<file path="config.mk">
export PLATFORM = sky130hd
export DESIGN_NAME = digit_scan
export DESIGN_NICKNAME = d
export VERILOG_FILES = /design/src/rtl/scan_pkg.sv /design/src/rtl/scan_tick.sv /design/src/rtl/bin_to_bcd.sv /design/src/rtl/seg_encoder.sv /design/src/rtl/digit_scan.sv
export SDC_FILE = /design/constraint.sdc
export NUM_CORES = 1
export LEC_CHECK = 0
export ABC_AREA = 0
export ABC_CLOCK_PERIOD_IN_PS = 16000
export BUFFER_PORTS_ARGS = -buffer_cell sky130_fd_sc_hd__buf_4
export CORE_MARGIN = 8
export CORE_UTILIZATION = 66
export DETAILED_ROUTE_END_ITERATION = 8
export GPL_TIMING_DRIVEN = 1
export HOLD_SLACK_MARGIN = 0.02
export PLACE_DENSITY = 0.87
export SYNTH_ARGS = -nofsm -noshare
export SYNTH_HDL_FRONTEND = slang
export SYNTH_HIERARCHICAL = 1
export SYNTH_SLANG_ARGS = --single-unit
</file>
<file path="constraint.sdc">
create_clock -name clk -period 16 [get_ports clk]
set_clock_uncertainty 0.2 [all_clocks]
set_input_delay 3.2 -clock clk [delete_from_list [all_inputs] [get_ports clk]]
set_output_delay 3.2 -clock clk [all_outputs]
set_load 0.05 [all_outputs]
</file>
<file path="src/rtl/scan_pkg.sv">
package scan_pkg;
    localparam int SEG_W  = 7;
    localparam int BCD_W  = 4;
    localparam int NVAL   = 4;
    localparam int SLOTS  = 2 * NVAL;
    localparam int SLOT_W = $clog2(SLOTS);

    typedef logic [BCD_W-1:0]  bcd_t;
    typedef logic [SEG_W-1:0]  seg_t;
    typedef logic [SLOT_W-1:0] slot_t;

    // Segment pattern for the idle state (every segment dark).
    localparam seg_t SEG_OFF = '0;
endpackage

</file>
<file path="src/rtl/scan_tick.sv">
module scan_tick #(
    parameter int PRESCALE = 1000
) (
    input  logic clk,
    input  logic rst,
    output logic tick_o
);
    generate
        if (PRESCALE <= 1) begin : g_every
            assign tick_o = 1'b1;
        end else begin : g_div
            localparam int CW = $clog2(PRESCALE);
            localparam logic [CW-1:0] LAST = CW'(PRESCALE - 1);

            logic [CW-1:0] cnt_d, cnt_q;

            always_comb begin
                if (cnt_q == LAST) cnt_d = '0;
                else               cnt_d = cnt_q + 1'b1;
            end

            always_ff @(posedge clk) begin
                if (rst) cnt_q <= '0;
                else     cnt_q <= cnt_d;
            end

            assign tick_o = (cnt_q == LAST);
        end
    endgenerate
endmodule

</file>
<file path="src/rtl/bin_to_bcd.sv">
module bin_to_bcd
    import scan_pkg::*;
#(
    parameter int VAL_W = 8
) (
    input  logic [VAL_W-1:0] bin_i,
    output bcd_t             ones_o,
    output bcd_t             tens_o
);
    // Enough decimal digits to hold any VAL_W-bit value.
    localparam int ND = VAL_W / 3 + 1;

    logic [ND*BCD_W-1:0] acc;

    // Shift-and-add-3: fix up each digit before each shift.
    always_comb begin
        acc = '0;
        for (int b = VAL_W - 1; b >= 0; b--) begin
            for (int d = 0; d < ND; d++) begin
                if (acc[d*BCD_W +: BCD_W] > 4'd4)
                    acc[d*BCD_W +: BCD_W] = acc[d*BCD_W +: BCD_W] + 4'd3;
            end
            acc = {acc[ND*BCD_W-2:0], bin_i[b]};
        end
    end

    assign ones_o = acc[0     +: BCD_W];
    assign tens_o = acc[BCD_W +: BCD_W];
endmodule

</file>
<file path="src/rtl/seg_encoder.sv">
module seg_encoder
    import scan_pkg::*;
(
    input  bcd_t code_i,
    output seg_t seg_o
);
    // Bit 6 is segment a, bit 0 is segment g; a 1 lights the segment.
    always_comb begin
        unique case (code_i)
            4'd0:    seg_o = 7'b1111110;
            4'd1:    seg_o = 7'b0110000;
            4'd2:    seg_o = 7'b1101101;
            4'd3:    seg_o = 7'b1111001;
            4'd4:    seg_o = 7'b0110011;
            4'd5:    seg_o = 7'b1011011;
            4'd6:    seg_o = 7'b1011111;
            4'd7:    seg_o = 7'b1110000;
            4'd8:    seg_o = 7'b1111111;
            4'd9:    seg_o = 7'b1111011;
            default: seg_o = SEG_OFF;
        endcase
    end
endmodule

</file>
<file path="src/rtl/digit_scan.sv">
module digit_scan
    import scan_pkg::*;
#(
    parameter int VAL_W    = 8,
    parameter int PRESCALE = 1000
) (
    input  logic             clk,
    input  logic             rst,
    input  logic [VAL_W-1:0] rem_i,
    input  logic [VAL_W-1:0] quo_i,
    input  logic [VAL_W-1:0] dvs_i,
    input  logic [VAL_W-1:0] dvd_i,
    output logic [6:0]       seg_o,
    output logic [2:0]       sel_o
);
    typedef struct packed {
        slot_t slot;
        seg_t  seg;
    } scan_st_t;

    scan_st_t st_d, st_q;

    logic tick;
    logic [VAL_W-1:0] vals [NVAL];
    bcd_t ones [NVAL];
    bcd_t tens [NVAL];
    bcd_t pick;
    seg_t pat;

    // Value order follows the slot map: lowest slots show the remainder.
    assign vals[0] = rem_i;
    assign vals[1] = quo_i;
    assign vals[2] = dvs_i;
    assign vals[3] = dvd_i;

    scan_tick #(.PRESCALE(PRESCALE)) u_tick (
        .clk    (clk),
        .rst    (rst),
        .tick_o (tick)
    );

    generate
        for (genvar v = 0; v < NVAL; v++) begin : g_conv
            bin_to_bcd #(.VAL_W(VAL_W)) u_bcd (
                .bin_i  (vals[v]),
                .ones_o (ones[v]),
                .tens_o (tens[v])
            );
        end
    endgenerate

    seg_encoder u_enc (
        .code_i (pick),
        .seg_o  (pat)
    );

    always_comb begin
        st_d      = st_q;
        st_d.slot = tick ? slot_t'(st_q.slot + 1'b1) : st_q.slot;
        // Slot bit 0 picks tens, upper bits pick the value.
        pick = st_d.slot[0] ? tens[st_d.slot[SLOT_W-1:1]]
                            : ones[st_d.slot[SLOT_W-1:1]];
        st_d.seg  = pat;
    end

    always_ff @(posedge clk) begin
        if (rst) begin
            st_q.slot <= '0;
            st_q.seg  <= SEG_OFF;
        end else begin
            st_q <= st_d;
        end
    end

    assign seg_o = st_q.seg;
    assign sel_o = st_q.slot;
endmodule

</file>
==> results of run 1 <==
-- metrics by stage --
step | hold slack [ps] | total power, mW | util (%) | instance area (µm²)
2_1_floorplan | 226 | 0.258 | - | 5420
3_3_place_gp | 238 | 0.289 | 68.7 | 5560
3_5_place_dp | 258 | 0.300 | 68.7 | 5560
4_1_cts | 274 | 0.351 | 69.6 | 5630
5_1_grt | 291 | 0.382 | 69.6 | 5630
6_report | 277 | 0.354 | 69.6 | 5630
-- routing by layer --
layer / GRT usage, % / vias to the layer above / routed length (µm)
li1: - / 2809 / -
met1: 27.5 / 2575 / 5650
met2: 38.0 / 194 / 6220
met3: 1.68 / 15 / 752
met4: 4.82 / 0 / 166
met5: 0 / - / 0
-- registers in the layout, summed over array words and instances, names as in the netlist --
signal / cells
sel_o: 3
u_tick/g_div.cnt_q: 10
seg_o: 7
-- layout make-up --
cell class | instances | area, µm² | area share [%]
multi-input cells | 648 | 4550 | 80.8
flip-flops and latches | 20 | 400 | 7.11
repair buffers | 45 | 338 | 6.00
inverters | 37 | 139 | 2.47
well taps | 105 | 131 | 2.33
clock buffers | 3 | 41.3 | 0.733
clock inverters | 1 | 30.0 | 0.533
-- critical path: cells and delay by family --
kind            cells  cell delay, ps
mux                 1             310
xor+xnor            2             480
simple gates       10            1800
compound gates      6            1080
buf+inv             6             650
fa+ha+maj           5            1310
-- power breakdown --
group / internal (mW) / switching (mW)
sequential: 0.0543 / 0.00232
clock: 0.0334 / 0.0172
combinational: 0.0988 / 0.148
-- Yosys cell counts (5+ instances only) --
library cell,number
nor2b_1,19
nand2b_1,21
a31oi_1,17
buf_6,9
nor4_1,5
o211a_1,5
o21ai_0,45
a2bb2oi_1,5
buf_2,11
o211ai_1,17
buf_4,9
nor2_1,66
and3_1,12
o221ai_1,6
clkbuf_1,27
nand3_1,25
nor3_1,24
a32oi_1,5
ha_1,36
o311ai_2,6
nand2_1,82
xor2_1,11
dfxtp_1,20
a21oi_1,30
mux2i_1,18
a41oi_1,5
or3_1,12
nand4b_1,5
nor4bb_1,5
inv_1,36
xnor2_1,17
o22ai_1,11
o21a_1,5
mux2_2,5
-- worst paths after layout --
| kind | slack [ps] | startpoint | cells past startpoint | end |
|---|---|---|---|---|
| setup / recovery | 7200 | rem_i[5] | 30 | seg_o[3] |
| hold reg to reg | 280 | u_tick/g_div.cnt_q[0] | 1 | u_tick/g_div.cnt_q[0] |
| hold / removal | 280 | u_tick/g_div.cnt_q[0] | 1 | u_tick/g_div.cnt_q[0] |
| setup reg to reg | 12350 | u_tick/g_div.cnt_q[0] | 14 | seg_o[3] |
-- kinds of logic after synthesis --
logic type | synth area share (%)
muxes | 6.65
DFF | 7.39
xor gates and xnor gates | 5.73
buffers and inverters | 8.57
AOI/OAI and AO/OA | 30.1
and+or+nand+nor | 33.2
adders and majority gates | 8.32
==> summary.md, run 1 <==
| Metric | Value |
|---|---|
| Vias in the first global route | 4962 |
| Worst hold path class | flip-flop to flip-flop |
| Worst slack, placed | about 7000 ps |
| Worst Slack Setup Final | 7200 ps |
| Final setup fails | 0 |
| Yosys warnings | 6 |
| Die Ht | 107 µm |
| Cell mode on critical path | ha_1 |
| Slew HR | a little under a quarter |
| DPL Wire Length | 9.71 mm |
| Leading cell type in the layout, fill and taps excluded | nand2_1 |
| Clk root buf | clkbuf_8 |
| Inserted Diodes | 0 |
| DRT Wirelength | 12.8 mm |
| DR WL/cell | roughly 15 µm |
| Fmax | approximately 110 MHz |
| Fin. Hold Viols | 0 |
| Count of pins over their slew limit | 0 |
| Global route overflow | 0 |
| P_leak | 2.26 nW |
| Netlist Area Pre-Place | 5420 µm² |
| Crit Path Max Fanout | 17 |
| Status | completed |
| Nets | 825 |
| WS Path Type | input pin to flip-flop |
| Die area | ~11000 µm² |
| FF+latch count, synth | 20 |
| Remaining antenna violation count | 0 |
| Vias | 5593 |
| Worst setup EP type | flip-flop |
| Tot GR Track Use | 21.4% |
| Pin count of the biggest net entering global routing | 26 |
| Clk Latency, worst-skew pair | 260 ps |
| Top cells by area, synth | ha_1 8.3%, dfxtp_1 7.4%, nand2_1 5.7% |
| Worst Path Arrival | 8810 ps |
| First-pass GRT wire length | ~22 mm |
| CP max-delay cell | or3_4 |
| P&R area growth vs syn | 3.97% |
| Worst Setup Start Kind | input pin |
| Final worst path period share | 55.0% |
| Post-placement cell count | 855 |
| Fraction of registers with async set/reset | 0% |
| H-Tree Depth | 1 |
| EDFF count, synth | 0 |
| Ys flop type | dfxtp_1 |
| Drt pass-1 iters | 5 |
| Die Wd | 107 µm |
| Syn nets | 831 |
| Post-synth top area cell | ha_1 |
| Avg Cell Area, Syn | 7.12 µm² |
| Worst path max stage delay | 500 ps |
| Minimum clock period | 8800 ps |
| Worst-case clock buffer depth | 2 |
| Post_cts resized | 0 |
| Setup repair bufs after CTS | 0 |
| Required time of the critical path | 16010 ps |
| Rows | 33 |
| Worst-margin pin slew | ~1200 ps |
| Fin cells | around 860 |
| Worst IR Drop VDD | 29.5 µV |
| Max-cap violations | 0 |
| Share of the synthesized area in the top cell type | 8.32% |
| Post-synth cell types | 87 |
| RSZ-0062 raised after global routing | no |
| DRC | 0 |
| Clock buffer count from CTS | 3 |
| Core area | 8090 µm² |
| Top Ports | 44 |
| Sequential element share of the synthesized area | under 10% |
| Areal power density over the cells | 62.8 nW/µm² |
| Initial Utilization | 66.9% |
| Drt via density | 6.51 |
| Syn Inst Count | 761 |
| Initial antenna violation count | 0 |
| Most frequent cells in the layout | 82 x nand2_1, 66 x nor2_1, 45 x o21ai_0, 45 x buf_4 |
| 1st-iter DRT viols | 318 |
| Clk slew on worst S/H paths | 80 ps |
| Layout cells sized above 1 | 13.9% |
| IO buf count | 43 |
| Clock sink total | 20 |
| RD Place Congestion | 0.875 |
| Cts hold-fix bufs | 0 |
| Fillers | between 700 and 800 |
| Final setup TNS | 0 ps |
| CTS tree | done |
Power figures use the tool's default switching activity.
==> run 2, diff against run 1 <==
--- a/config.mk
+++ b/config.mk
@@ -6,14 +6,14 @@
 export NUM_CORES = 1
 export LEC_CHECK = 0
 export ABC_AREA = 0
-export ABC_CLOCK_PERIOD_IN_PS = 16000
+export ABC_CLOCK_PERIOD_IN_PS = 8300
 export BUFFER_PORTS_ARGS = -buffer_cell sky130_fd_sc_hd__buf_4
 export CORE_MARGIN = 8
-export CORE_UTILIZATION = 66
+export CORE_UTILIZATION = 63
 export DETAILED_ROUTE_END_ITERATION = 8
 export GPL_TIMING_DRIVEN = 1
 export HOLD_SLACK_MARGIN = 0.02
-export PLACE_DENSITY = 0.87
+export PLACE_DENSITY = 0.83
 export SYNTH_ARGS = -nofsm -noshare
 export SYNTH_HDL_FRONTEND = slang
 export SYNTH_HIERARCHICAL = 1
==> constraint.sdc (replaced) <==
create_clock -name clk -period 8.3 [get_ports clk]
set_clock_uncertainty 0.2 [all_clocks]
set_input_delay 1.66 -clock clk [delete_from_list [all_inputs] [get_ports clk]]
set_output_delay 1.66 -clock clk [all_outputs]
set_load 0.05 [all_outputs]
==> run 2 against run 1 <==
  * First-iteration DRC count up 3.5%
  * Worst hold slack worse by 11 ps
  * Flip-flop and latch count did not move
  * Global-route usage shrank 0.65 points
  * Utilization decreased by 3.5 points
  * Total power grew 87%
  * Critical path depth shrank 1
  * Sequential share of layout area barely moved
  * Combinational power is 94% higher
  * Wire length is essentially flat
  * Critical endpoint is now seg_o[6]
  * Largest cell class unchanged
  * Largest power group unchanged
==> summary.md, run 2 (synthesis gave the netlist of run 1 again) <==
| Metric | Value |
|---|---|
| Status | completed |
| Crit-path leading delay family | simple AND/OR/NAND/NOR gates |
| Cell mode on critical path | ha_1 |
| DRC | 0 (unchanged) |
| CTS tree | done |
| Drt pass-1 iters | 5 (unchanged) |
| Worst Setup Start Kind | input pin |
| Fin cells | 863 (+0.47%) |
| Worst setup EP type | flip-flop |
| Top Ports | 44 (unchanged) |
| Fillers | 780 (+8.6%) |
| Die Wd | 109 µm (+2.0%) |
| Count of pins over their slew limit | 0 (unchanged) |
| R2r endpoint | seg_o[6] |
| Clock buffer count from CTS | 3 (unchanged) |
| Worst-margin pin slew | 1110 ps (-46.9 ps) |
| DPL Wire Length | 9.70 mm (about the same) |
| RD Place Congestion | 0.861 (-1.7%) |
| Initial antenna violation count | 0 (unchanged) |
| Core area | 8510 µm² (+5.1%) |
| DR WL/cell | 14.8 µm (-0.40%) |
| P_leak | 2.26 nW (about the same) |
| Max-cap violations | 0 (unchanged) |
| Rows | 34 (+3.0%) |
| Clk root buf | clkbuf_8 |
| Die Ht | 109 µm (+2.0%) |
| Comb pwr share | 72.2% (+2.5 points) |
| Initial Utilization | 63.7% (-3.3 points) |
| Clock sink total | 20 (unchanged) |
| RSZ-0062 raised after global routing | no |
| Areal power density over the cells | 117 nW/µm² (+87%) |
| Inserted Diodes | 0 (unchanged) |
| CP Buf/Inv Count | 5 (-1) |
| Seq pwr share | 16.6% (+0.6 points) |
| Drt via density | 6.55 (+0.57%) |
| Final worst path period share | 87.7% |
| Clk Latency, worst-skew pair | 260 ps (about the same) |
| Crit Path Max Fanout | 17 (unchanged) |
| Worst path max stage delay | 910 ps (+410 ps) |
| Cts hold-fix bufs | 0 (unchanged) |
| Remaining antenna violation count | 0 (unchanged) |
| Slew HR | 25.9% (+3.1 points) |
| Final setup TNS | 0 ps (unchanged) |
| Post_cts resized | 0 (unchanged) |
| Clk slew on worst S/H paths | 70 ps (about the same) |
| Clock power share | 11.2% (-3.1 points) |
| 1st-iter DRT viols | 329 (+3.5%) |
| Vias in the first global route | 4883 (-1.6%) |
| Pin count of the biggest net entering global routing | 26 (unchanged) |
| Biggest register | u_tick/g_div.cnt_q |
| Final setup fails | 0 (unchanged) |
| Tot GR Track Use | 20.8% (-0.65 points) |
| IO buf count | 43 (unchanged) |
| DRT Wirelength | 12.8 mm (about the same) |
| Vias | 5651 (+1.0%) |
| Post-placement cell count | 859 (+0.47%) |
| Worst Path Arrival | 7280 ps (-1530 ps) |
| Fin. Hold Viols | 0 (unchanged) |
| Crit. path cell count | 29 (-3.3%) |
| Worst reg2reg startpoint | u_tick/g_div.cnt_q[0] |
| Nets | 826 (+0.12%) |
| Worst-case clock buffer depth | 2 (unchanged) |
| Setup repair bufs after CTS | 0 (unchanged) |
| Leading cell type in the layout, fill and taps excluded | nand2_1 |
| Critical Path Source | dvs_i[5] |
| Global route overflow | 0 (unchanged) |
| Fmax | 137 MHz |
| WS Path Type | input pin to flip-flop |
| Pint | 338 µW (+81%) |
| H-Tree Depth | 1 (unchanged) |
| Crit path capture | seg_o[6] |
| P&R area growth vs syn | 3.88% (about the same) |
| Final hold slack | 266 ps (-10.8 ps) |
| Worst IR Drop VDD | 62.4 µV (+110%) |
| Switching portion of total power | 48.8% (+1.5 points) |
| Sw power | 322 µW (+92%) |
| First-pass GRT wire length | 21.5 mm (-1.9%) |
| FF-to-FF setup slack | 4580 ps (-7770 ps) |
| Die area | 11800 µm² (+4.0%) |
| Minimum clock period | 7280 ps |
| Max FFs per register | 10 (unchanged) |
| Cells on worst reg2reg path | 14 (unchanged) |
| Required time of the critical path | 8300 ps (-7710 ps) |
| Most frequent cells in the layout | 82 x nand2_1, 66 x nor2_1, 46 x buf_4 |
| Layout cells sized above 1 | 14.0% (+0.11 points) |
| CP max-delay cell | o311ai_2 |
| Worst hold path class | flip-flop to flip-flop |
## run 2: cell types whose count changed in the layout (fill, tap and decap cells not counted), sizes merged
cell,before,now
buf,45,46
bufinv,1,0
clkbuf,3,4
## run 2: through the flow
stage | utilization (%) | power [mW] | cell area, µm² | setup WS, ps
after floorplan | - | 0.498 | 5420 | 1990
after global placement | 65.5 | 0.561 | 5570 | 1110
after detailed placement | 65.5 | 0.580 | 5570 | 816
after CTS | 66.1 | 0.655 | 5630 | 1070
after global routing | 66.1 | 0.714 | 5630 | 460
final | 66.1 | 0.660 | 5630 | 1020
## run 2: area by class of cell
type / count / area [µm²] / share of cell area (%)
sequential: 20 / 400 / 7.12
tap: 108 / 135 / 2.40
timing repair buffer: 46 / 345 / 6.14
clock buffer: 4 / 55.1 / 0.978
inverter: 37 / 139 / 2.47
multi-input combinational: 648 / 4550 / 80.9
## run 2: worst min-delay path by stage
stage / end / slack (ps) / startpoint / depth (start not counted)
final: u_tick/g_div.cnt_q[0] / 270 / u_tick/g_div.cnt_q[0] / 1
after global routing: u_tick/g_div.cnt_q[0] / 290 / u_tick/g_div.cnt_q[0] / 1
after CTS: u_tick/g_div.cnt_q[0] / 270 / u_tick/g_div.cnt_q[0] / 1
after detailed placement: u_tick/g_div.cnt_q[0] / 260 / u_tick/g_div.cnt_q[0] / 1
after global placement: u_tick/g_div.cnt_q[0] / 240 / u_tick/g_div.cnt_q[0] / 1
after floorplan: u_tick/g_div.cnt_q[0] / 230 / u_tick/g_div.cnt_q[0] / 1
## run 2: layer usage
metal / track usage, % / vias up / part of all wire, %
met5: 0 / - / 0
met4: 5.87 / 0 / 1.8
met3: 1.30 / 26 / 4.3
met2: 36.4 / 174 / 49
met1: 26.8 / 2651 / 45
li1: - / 2800 / -
## run 2: power groups by stage
stage / Combinational, mW / Sequential, mW / Clock, mW
final: 0.477 / 0.109 / 0.0740
after global routing: 0.523 / 0.110 / 0.0802
after CTS: 0.471 / 0.109 / 0.0752
after detailed placement: 0.469 / 0.111 / 0
after global placement: 0.450 / 0.111 / 0
after floorplan: 0.365 / 0.133 / 0
## run 2: worst register-to-register path: stages, from the launching register on
cell and delay (ps):
dfxtp_1 370, ha_1 290, nand4bb_1 180, nor3_1 280, buf_4 270, mux2i_4 550, nand2_1 120, a32oi_1 250
and3_1 370, inv_2 120, ha_1 200, nor2_1 110, a21oi_1 70, o22ai_1 150, nor2b_1 130
